--- config.mk ---
export PLATFORM = sky130hd
export DESIGN_NAME = pinchg_irq_ctrl
export DESIGN_NICKNAME = d
export VERILOG_FILES = /design/src/rtl/pcic_pkg.sv /design/src/rtl/pcic_pin_sync.sv /design/src/rtl/pcic_flag_bank.sv /design/src/rtl/pinchg_irq_ctrl.sv
export SDC_FILE = /design/constraint.sdc
export NUM_CORES = 1
export LEC_CHECK = 0
export BUFFER_PORTS_ARGS = -buffer_cell sky130_fd_sc_hd__buf_2
export CORE_ASPECT_RATIO = 0.9
export CORE_MARGIN = 8
export CORE_UTILIZATION = 40
export CTS_CLUSTER_SIZE = 24
export DETAILED_ROUTE_END_ITERATION = 10
export SYNTH_ARGS = -nofsm -noshare
export SYNTH_HDL_FRONTEND = slang
export SYNTH_SLANG_ARGS = --single-unit
--- constraint.sdc ---
create_clock -name clk -period 0.9 [get_ports clk]
set_input_delay 0.045 -clock clk [delete_from_list [all_inputs] [get_ports clk]]
set_output_delay 0.045 -clock clk [all_outputs]
set_load 0.01 [all_outputs]
--- src/rtl/pcic_pkg.sv ---
// Package: shared register selects and field positions of the interrupt controller.
// Assumes: registers are 8 bits wide and are addressed by a 2-bit select.
package pcic_pkg;
    localparam int REG_W = 8;

    typedef enum logic [1:0] {
        SEL_PIN_FLAG = 2'd0,
        SEL_PIN_EN   = 2'd1,
        SEL_MISC     = 2'd2,
        SEL_NONE     = 2'd3
    } reg_sel_e;

    // Bit positions inside the misc register (neighbour software decodes these)
    localparam int MISC_EXT_FLAG = 1;
    localparam int MISC_TMR_FLAG = 2;
    localparam int MISC_EXT_EN   = 4;
    localparam int MISC_TMR_EN   = 5;
endpackage

--- src/rtl/pcic_pin_sync.sv ---
// Module: pcic_pin_sync
// Brings asynchronous pins into the clock domain through STAGES flops, then
// reports an event per bit: any level change (RISE_ONLY=0) or rising edge only.
// Assumes: pins are low during reset, so no event is reported on reset release.
module pcic_pin_sync #(
    parameter int W         = 5,
    parameter int STAGES    = 2,
    parameter bit RISE_ONLY = 1'b0
) (
    input  logic         clk,
    input  logic         rst_n,
    input  logic [W-1:0] pin_i,
    output logic [W-1:0] event_o
);
    logic [STAGES-1:0][W-1:0] sync_q;
    logic [W-1:0]             prev_q;
    logic [W-1:0]             level;

    assign level = sync_q[STAGES-1];

    // First synchroniser stage samples the raw pins
    always_ff @(posedge clk) begin
        if (!rst_n) sync_q[0] <= '0;
        else        sync_q[0] <= pin_i;
    end

    // Remaining synchroniser stages
    for (genvar k = 1; k < STAGES; k++) begin : g_stage
        always_ff @(posedge clk) begin
            if (!rst_n) sync_q[k] <= '0;
            else        sync_q[k] <= sync_q[k-1];
        end
    end

    // Hold last cycle's synchronised level for comparison
    always_ff @(posedge clk) begin
        if (!rst_n) prev_q <= '0;
        else        prev_q <= level;
    end

    // Event kind chosen by parameter
    if (RISE_ONLY) begin : g_rise
        assign event_o = level & ~prev_q;
    end else begin : g_any
        assign event_o = level ^ prev_q;
    end
endmodule

--- src/rtl/pcic_flag_bank.sv ---
// Module: pcic_flag_bank
// A row of sticky flags: hardware sets, software clears by writing 0.
// Assumes: a set and a clear in the same cycle resolve to set.
module pcic_flag_bank #(
    parameter int W = 5
) (
    input  logic         clk,
    input  logic         rst_n,
    input  logic [W-1:0] set_i,
    input  logic         wr_i,
    input  logic [W-1:0] wdata_i,
    output logic [W-1:0] flag_o
);
    logic [W-1:0] flag_q;
    logic [W-1:0] kept;

    assign kept   = wr_i ? (flag_q & wdata_i) : flag_q;
    assign flag_o = flag_q;

    // Update flags: clear by write-zero, then OR in new events
    always_ff @(posedge clk) begin
        if (!rst_n) flag_q <= '0;
        else        flag_q <= kept | set_i;
    end
endmodule

--- src/rtl/pinchg_irq_ctrl.sv ---
// Module: pinchg_irq_ctrl (top)
// Collects five pin-change sources, one rising-edge external pin and a timer
// overflow into sticky flags with enables, exposes them as three registers and
// drives one registered interrupt request.
// Assumes: tmr_ovf_i is synchronous to clk; pins are asynchronous.
module pinchg_irq_ctrl
    import pcic_pkg::*;
#(
    parameter int N_CHG_PINS  = 5,
    parameter int SYNC_STAGES = 2
) (
    input  logic                  clk,
    input  logic                  rst_n,
    input  logic [N_CHG_PINS:0]   pin_i,
    input  logic                  tmr_ovf_i,
    input  logic                  reg_wr_i,
    input  logic [1:0]            reg_sel_i,
    input  logic [REG_W-1:0]      reg_wdata_i,
    output logic [REG_W-1:0]      reg_rdata_o,
    output logic                  irq_o
);
    localparam int N = N_CHG_PINS;

    reg_sel_e       sel;
    logic [N-1:0]   chg_evt;
    logic [0:0]     ext_evt;
    logic [N-1:0]   pin_flag_q;
    logic [N-1:0]   pin_en_q;
    logic [1:0]     misc_flag_q;
    logic           ext_en_q;
    logic           tmr_en_q;
    logic           wr_pin_flag;
    logic           wr_misc;
    logic           irq_q;
    logic           irq_d;
    logic           unused_wdata_par;

    assign sel              = reg_sel_e'(reg_sel_i);
    assign wr_pin_flag      = reg_wr_i && (sel == SEL_PIN_FLAG);
    assign wr_misc          = reg_wr_i && (sel == SEL_MISC);
    assign unused_wdata_par = ^reg_wdata_i;

    pcic_pin_sync #(.W(N), .STAGES(SYNC_STAGES), .RISE_ONLY(1'b0)) u_chg_sync (
        .clk(clk), .rst_n(rst_n), .pin_i(pin_i[N:1]), .event_o(chg_evt)
    );

    pcic_pin_sync #(.W(1), .STAGES(SYNC_STAGES), .RISE_ONLY(1'b1)) u_ext_sync (
        .clk(clk), .rst_n(rst_n), .pin_i(pin_i[0:0]), .event_o(ext_evt)
    );

    pcic_flag_bank #(.W(N)) u_pin_flags (
        .clk(clk), .rst_n(rst_n), .set_i(chg_evt), .wr_i(wr_pin_flag),
        .wdata_i(reg_wdata_i[N:1]), .flag_o(pin_flag_q)
    );

    // misc flag bank: index 0 = external, index 1 = timer
    pcic_flag_bank #(.W(2)) u_misc_flags (
        .clk(clk), .rst_n(rst_n), .set_i({tmr_ovf_i, ext_evt[0]}), .wr_i(wr_misc),
        .wdata_i({reg_wdata_i[MISC_TMR_FLAG], reg_wdata_i[MISC_EXT_FLAG]}),
        .flag_o(misc_flag_q)
    );

    // Enable registers are written directly from the data bus
    always_ff @(posedge clk) begin
        if (!rst_n) begin
            pin_en_q <= '0;
            ext_en_q <= 1'b0;
            tmr_en_q <= 1'b0;
        end else if (reg_wr_i) begin
            if (sel == SEL_PIN_EN) pin_en_q <= reg_wdata_i[N:1];
            if (sel == SEL_MISC) begin
                ext_en_q <= reg_wdata_i[MISC_EXT_EN];
                tmr_en_q <= reg_wdata_i[MISC_TMR_EN];
            end
        end
    end

    // Read mux, reserved bits stay zero
    always_comb begin
        reg_rdata_o = '0;
        unique case (sel)
            SEL_PIN_FLAG: reg_rdata_o[N:1] = pin_flag_q;
            SEL_PIN_EN:   reg_rdata_o[N:1] = pin_en_q;
            SEL_MISC: begin
                reg_rdata_o[MISC_EXT_FLAG] = misc_flag_q[0];
                reg_rdata_o[MISC_TMR_FLAG] = misc_flag_q[1];
                reg_rdata_o[MISC_EXT_EN]   = ext_en_q;
                reg_rdata_o[MISC_TMR_EN]   = tmr_en_q;
            end
            default:      reg_rdata_o = '0;
        endcase
    end

    // Combine flag AND enable across all sources
    assign irq_d = (|(pin_flag_q & pin_en_q))
                 | (misc_flag_q[0] & ext_en_q)
                 | (misc_flag_q[1] & tmr_en_q);

    // Register the request for one cycle
    always_ff @(posedge clk) begin
        if (!rst_n) irq_q <= 1'b0;
        else        irq_q <= irq_d;
    end

    assign irq_o = irq_q;
endmodule

* After elaboration in Yosys (flattened, before gate mapping)
Cells that the tools add are included.
** Operators by class
- Bitwise gates (word level) :: 12
- Muxes and demuxes :: 5
- Reductions and logical operators :: 6
- Eq/ne operators :: 2
** Operator list (count)
- case mux 2 bit (3 select lines) :: 2
- AND 5 bit :: 2
- 2-to-1 mux 5 bit :: 1
- OR 5 bit :: 1
- OR reduction 5 bit :: 1
- bitwise XOR 5 bit :: 1
- AND reduction 2 bit :: 2
- AND 1 bit :: 3
- AND 2 bit :: 1
- == test 2 x 1 -> 1 bit (second input constant) :: 1
- == test 2 bit (second input constant) :: 1
- logical AND 1 bit :: 2
- logical NOT 2 bit :: 1
- 2-to-1 mux 2 bit :: 1
- OR 1 bit :: 2
- OR 2 bit :: 1
- case mux 1 bit (2 select lines) :: 1
- NOT 1 bit :: 1
** Word-level totals
- Register bits after elaboration :: 33
- Output and inout bits :: 9
- Logic and storage cells :: 37
- Bits of input ports :: 20

* Logic depth before layout (Yosys ltp)
- Depth in word-level cells :: 4
- Mapped depth :: 4
- Mapped depth without buffers :: 3

* By module
A second synthesis with hierarchy kept.
** Unflattened totals
- Cells, all modules :: 130
- Area total of the unflattened synthesis :: 1296.2 sq um
** By module, submodules not included
- pinchg_irq_ctrl :: sequential area each 160.2 sq um, area each 466.7 sq um, cells each 59, instances 1
- pcic_pin_sync (u_chg_sync) :: sequential area each 300.3 sq um, area each 462.9 sq um, cells each 36, instances 1
- pcic_flag_bank (u_pin_flags) :: sequential area each 100.1 sq um, area each 198.9 sq um, cells each 20, instances 1
- pcic_pin_sync (u_ext_sync) :: sequential area each 60.1 sq um, area each 92.6 sq um, cells each 7, instances 1
- pcic_flag_bank (u_misc_flags) :: sequential area each 40.0 sq um, area each 75.1 sq um, cells each 8, instances 1

* Least setup slack after synthesis
Ideal clock, no wire load.
- Path type :: input to register
- Start point :: in reg_sel_i[0]
- End point :: reg u_pin_flags.flag_q[1], in the netlist u_pin_flags.flag_o[1]
- Path slack :: 26 ps
- Setup time :: 132 ps
- Stages on the path :: 4
- Data arrival time :: 741 ps
- Path through :: buf_6 -> or3b_4 -> o21ai_1 -> a21oi_1
** On the way
- Cells in the longest elaborated chain, start to end :: 4
** RTL lines
- start: declaration :: line pinchg_irq_ctrl.sv:17 : input logic [1:0] reg_sel_i,
- logical NOT 2 bit :: line pinchg_irq_ctrl.sv:39 : assign wr_pin_flag = reg_wr_i && (sel == SEL_PIN_FLAG);
- logical AND 1 bit :: line pinchg_irq_ctrl.sv:39
- 2-to-1 mux 5 bit :: line pcic_flag_bank.sv:17 : assign kept = wr_i ? (flag_q & wdata_i) : flag_q;
- OR 5 bit :: line pcic_flag_bank.sv:23 : else flag_q <= kept | set_i;
- end signal: assignment :: line pcic_flag_bank.sv:23
- end: declaration :: line pcic_flag_bank.sv:14 : logic [W-1:0] flag_q;
No other way between the ends.
A chain may end at the register's enable or synchronous reset.

* Worst setup path after layout
- Start point :: reg u_pin_flags.flag_q[4], in the netlist u_pin_flags.flag_o[4]
- End point :: out reg_rdata_o[5]
** On the way
- Cells in the longest elaborated chain, start to end :: 1
** RTL lines
- case mux 2 bit (3 select lines) :: line pinchg_irq_ctrl.sv:81 : unique case (sel)
- end: declaration :: line pinchg_irq_ctrl.sv:19 : output logic [REG_W-1:0] reg_rdata_o,
No other way between the ends.

==> summary.txt <==
Finish
  • Design area: approximately 0.0017 sq mm
  • # fillers: around 270
  • Fin nets: 195
  • Area delta synth->final: 42.56%
  • Commonest non-fill, non-tap cell in the layout: buf_2
  • # diodes: 0
  • Fraction of layout cells with a size suffix above 1: 37.50%
  • Commonest cells after routing, fill and taps aside: 22 x buf_2, 21 x dfxtp_1, 18 x and2_1, 14 x buf_4, 13 x dlygate4sd3_1

Place
  • Placed inst area: approximately 0.0014 sq mm
  • Port buffer count: 22
  • Placer congestion estimate: roughly 0.83
  • HPWL Detailed: roughly 1600 microns

Clock tree
  • Clk Latency, worst-skew pair: ~0.32 ns
  • H-tree levels: 2
  • Clk pin slew, worst setup/hold paths: about 0.090 ns
  • TritonCTS buffer count: 5
  • CTS Root Cell: clkbuf_4
  • Maximum root-to-sink buffer count: 2
  • TritonCTS clock tree: done
  • Clock Sink Count: 33

Power and ir drop
  • VDD IR-drop max: about 1100 uV
  • PwrDens: roughly 1600 mW/mm^2
  • Leakage power: between 0.7 and 0.8 nW

Critical path
  • Worst setup EP type: output pin
  • Max FO, Critical Path: 2
  • Worst path required time: between 0.8 and 0.9 ns
  • Cell Chain, Critical Path: buf_6 -> mux2i_2 -> o21ai_1 -> buf_2
  • Worst EP arrival: around 1.1 ns
  • Crit path largest cell delay: around 0.34 ns
  • Startpoint Class: flip-flop
  • Setup Crit Path Kind: reg -> out
  • Critical path's top delay family: flip-flops
  • Crit path buffers/inverters: 2
  • Critical-path top delay cell: dfxtp_2

STA
  • Setup violations, final: 6
  • Tmin final: 1.146 ns
  • Skew final: 0.01233 ns
  • Unrepaired setup endpoints after global routing: true
  • Max Freq: slightly below 900 MHz
  • Slew Limit Fails: 0
  • Hold WS: approximately 0.14 ns
  • Period utilization: 127.3%
  • Hold Fails Final Rpt: 0
  • PnR worst setup slack: -0.2458 ns

Synth
  • Register area share after synthesis: 54.94%
  • Synth warn: 0
  • Post-synthesis cell type count: 24
  • Mapped Area: between 0.001 and 0.0015 sq mm
  • Mapped Cells: around 120
  • EDFF count, synth: 0
  • Yosys reg bits: 33
  • Post-synth ARST share: 0%
  • Top FF cell, synth: dfxtp_1
  • Mean Syn Cell Area: just over 10 sq um

Route
  • Via density per instance: between 4 and 5
  • Vias: 957
  • Detail Route met2 WL: between 1000 and 1500 microns
  • Top layer in use: met4
  • Routed wl met3: between 150 and 200 microns
  • Wire per inst: about 11 microns
  • Pre-Repair DR Iteration Count: 4
  • Antenna viol nets, final: 0
  • Initial DRC count: 35
  • Total wire length: roughly 2500 microns
  • Wl on met1: roughly 1100 microns
  • DRC viols: 0

Job
  • MaxCap Viol Count: 0

Worst hold path
  • Hold Crit Class: in -> reg

Status
  • Failing checks: setup timing
  • Status: complete, but fails checks

Die
  • CORE AREA: 0.002972 sq mm
  • Die width: 73.79 microns
  • Core Rows: 19
  • Initial core utilization: between 40% and 50%
  • Die height: between 60 and 70 microns
  • Ports: 29
  • Die area: approximately 0.005 sq mm

GRT
  • Largest net degree at the start of global routing: 18
  • Vias in the first global route: approximately 930
  • First-pass GRT wire length: roughly 3900 microns
  • All-Layer GR Usage: between 10% and 20%
  • Antenna violations before repair: 0
  • Gr ovfl total: 0
## Yosys cell counts, types with 2 or more instances
| library cell | number | area (sq um) |
|---|---|---|
| o21ai_1 | 4 | 20.02 |
| nor2_1 | 6 | 22.52 |
| mux2i_1 | 10 | 100.1 |
| a22oi_1 | 2 | 15.01 |
| clkbuf_1 | 2 | 7.510 |
| a21oi_1 | 9 | 45.04 |
| and2_1 | 18 | 112.6 |
| inv_1 | 2 | 7.510 |
| nand3_1 | 2 | 10.01 |
| nand2_1 | 6 | 22.52 |
| buf_4 | 3 | 22.52 |
| xnor2_1 | 5 | 43.79 |
| dfxtp_1 | 33 | 660.6 |
| o21ai_0 | 6 | 30.03 |
## power by group
part / total [mW] / switching, mW / internal (mW)
logic: 0.335 / 0.138 / 0.196
registers: 1.57 / 0.0355 / 1.53
clock network: 0.921 / 0.468 / 0.453
## logic make-up (layout without fill, tap and decap cells)
family	Yosys count	in the layout	share of synthesized area, %
AO/OA/AOI/OAI	24	24	11.24
flip-flops	33	33	54.94
AND/OR/NAND/NOR	37	37	17.48
buffers and inverters	8	64	4.059
multiplexers	10	10	8.325
other	1	3	0.3119
XOR/XNOR	5	5	3.642
## routing by layer
layer,global-route usage [%],up-vias
li1,-,507
met1,10.87,425
met2,16.46,23
met3,4.685,2
met4,6.468,0
met5,0,-
## worst register-to-register path, cell delays in order (launching register included)
cell      delay (ns)
dfxtp_2         0.34
buf_6           0.11
a222oi_1        0.35
a31oi_1         0.13
## flip-flops by register name, summed over array words and instances (netlist names)
| name | count |
|---|---|
| u_pin_flags.flag_o | 5 |
| u_chg_sync.level | 5 |
| u_misc_flags.flag_o | 2 |
| u_chg_sync.prev_q | 5 |
| pin_en_q | 5 |
| u_ext_sync.sync_q | 1 |
| u_ext_sync.level | 1 |
| u_ext_sync.prev_q | 1 |
| ext_en_q | 1 |
| u_chg_sync.sync_q | 5 |
| irq_o | 1 |
| tmr_en_q | 1 |
## final timing paths
check,end,slack (ns),cells after the start,startpoint
hold / removal,ext_en_q,0.14,4,reg_wr_i
setup reg to reg,irq_o,-0.13,3,pin_en_q[4]
setup / recovery,reg_rdata_o[5],-0.25,4,u_pin_flags.flag_o[4]
hold reg to reg,u_chg_sync.level[2],0.44,1,u_chg_sync.sync_q[2]
## metrics by stage
step	setup WS, ns	power (mW)	utilization, %	std cells	TNS (ns)
2_1_floorplan	0.02628	1.735	-	120	0
3_3_place_gp	-0.04046	1.839	47.58	189	-0.2003
3_5_place_dp	-0.05131	1.848	47.58	189	-0.2572
4_1_cts	-0.2573	2.844	56.42	215	-0.9462
5_1_grt	-0.3077	2.956	57.68	218	-1.369
6_report	-0.2458	2.823	57.68	218	-0.9573
## what timing repair did
| item | 4_1_cts | 5_1_grt |
|---|---|---|
| hold buffers | 13 | 0 |
| endpoints found under the hold margin | 13 | 0 |
| pin swaps | 3 | 3 |
| setup buffers | 5 | 3 |
| gates resized for setup | 18 | 5 |
| endpoints found under the setup margin | 6 | 6 |
## area by class of cell
type                    instances  area [sq um]  share of cell area [%]
repair buffers                 54         401.6                   23.43
well taps                      42         52.55                   3.066
flip-flops and latches         33         675.6                   39.42
multi-input cells              79         506.7                   29.56
inverters                       2         7.507                  0.4380
clock inverters                 1         5.005                  0.2920
clock buffers                   7         65.06                   3.796
(Power assumes the default switching activity.)
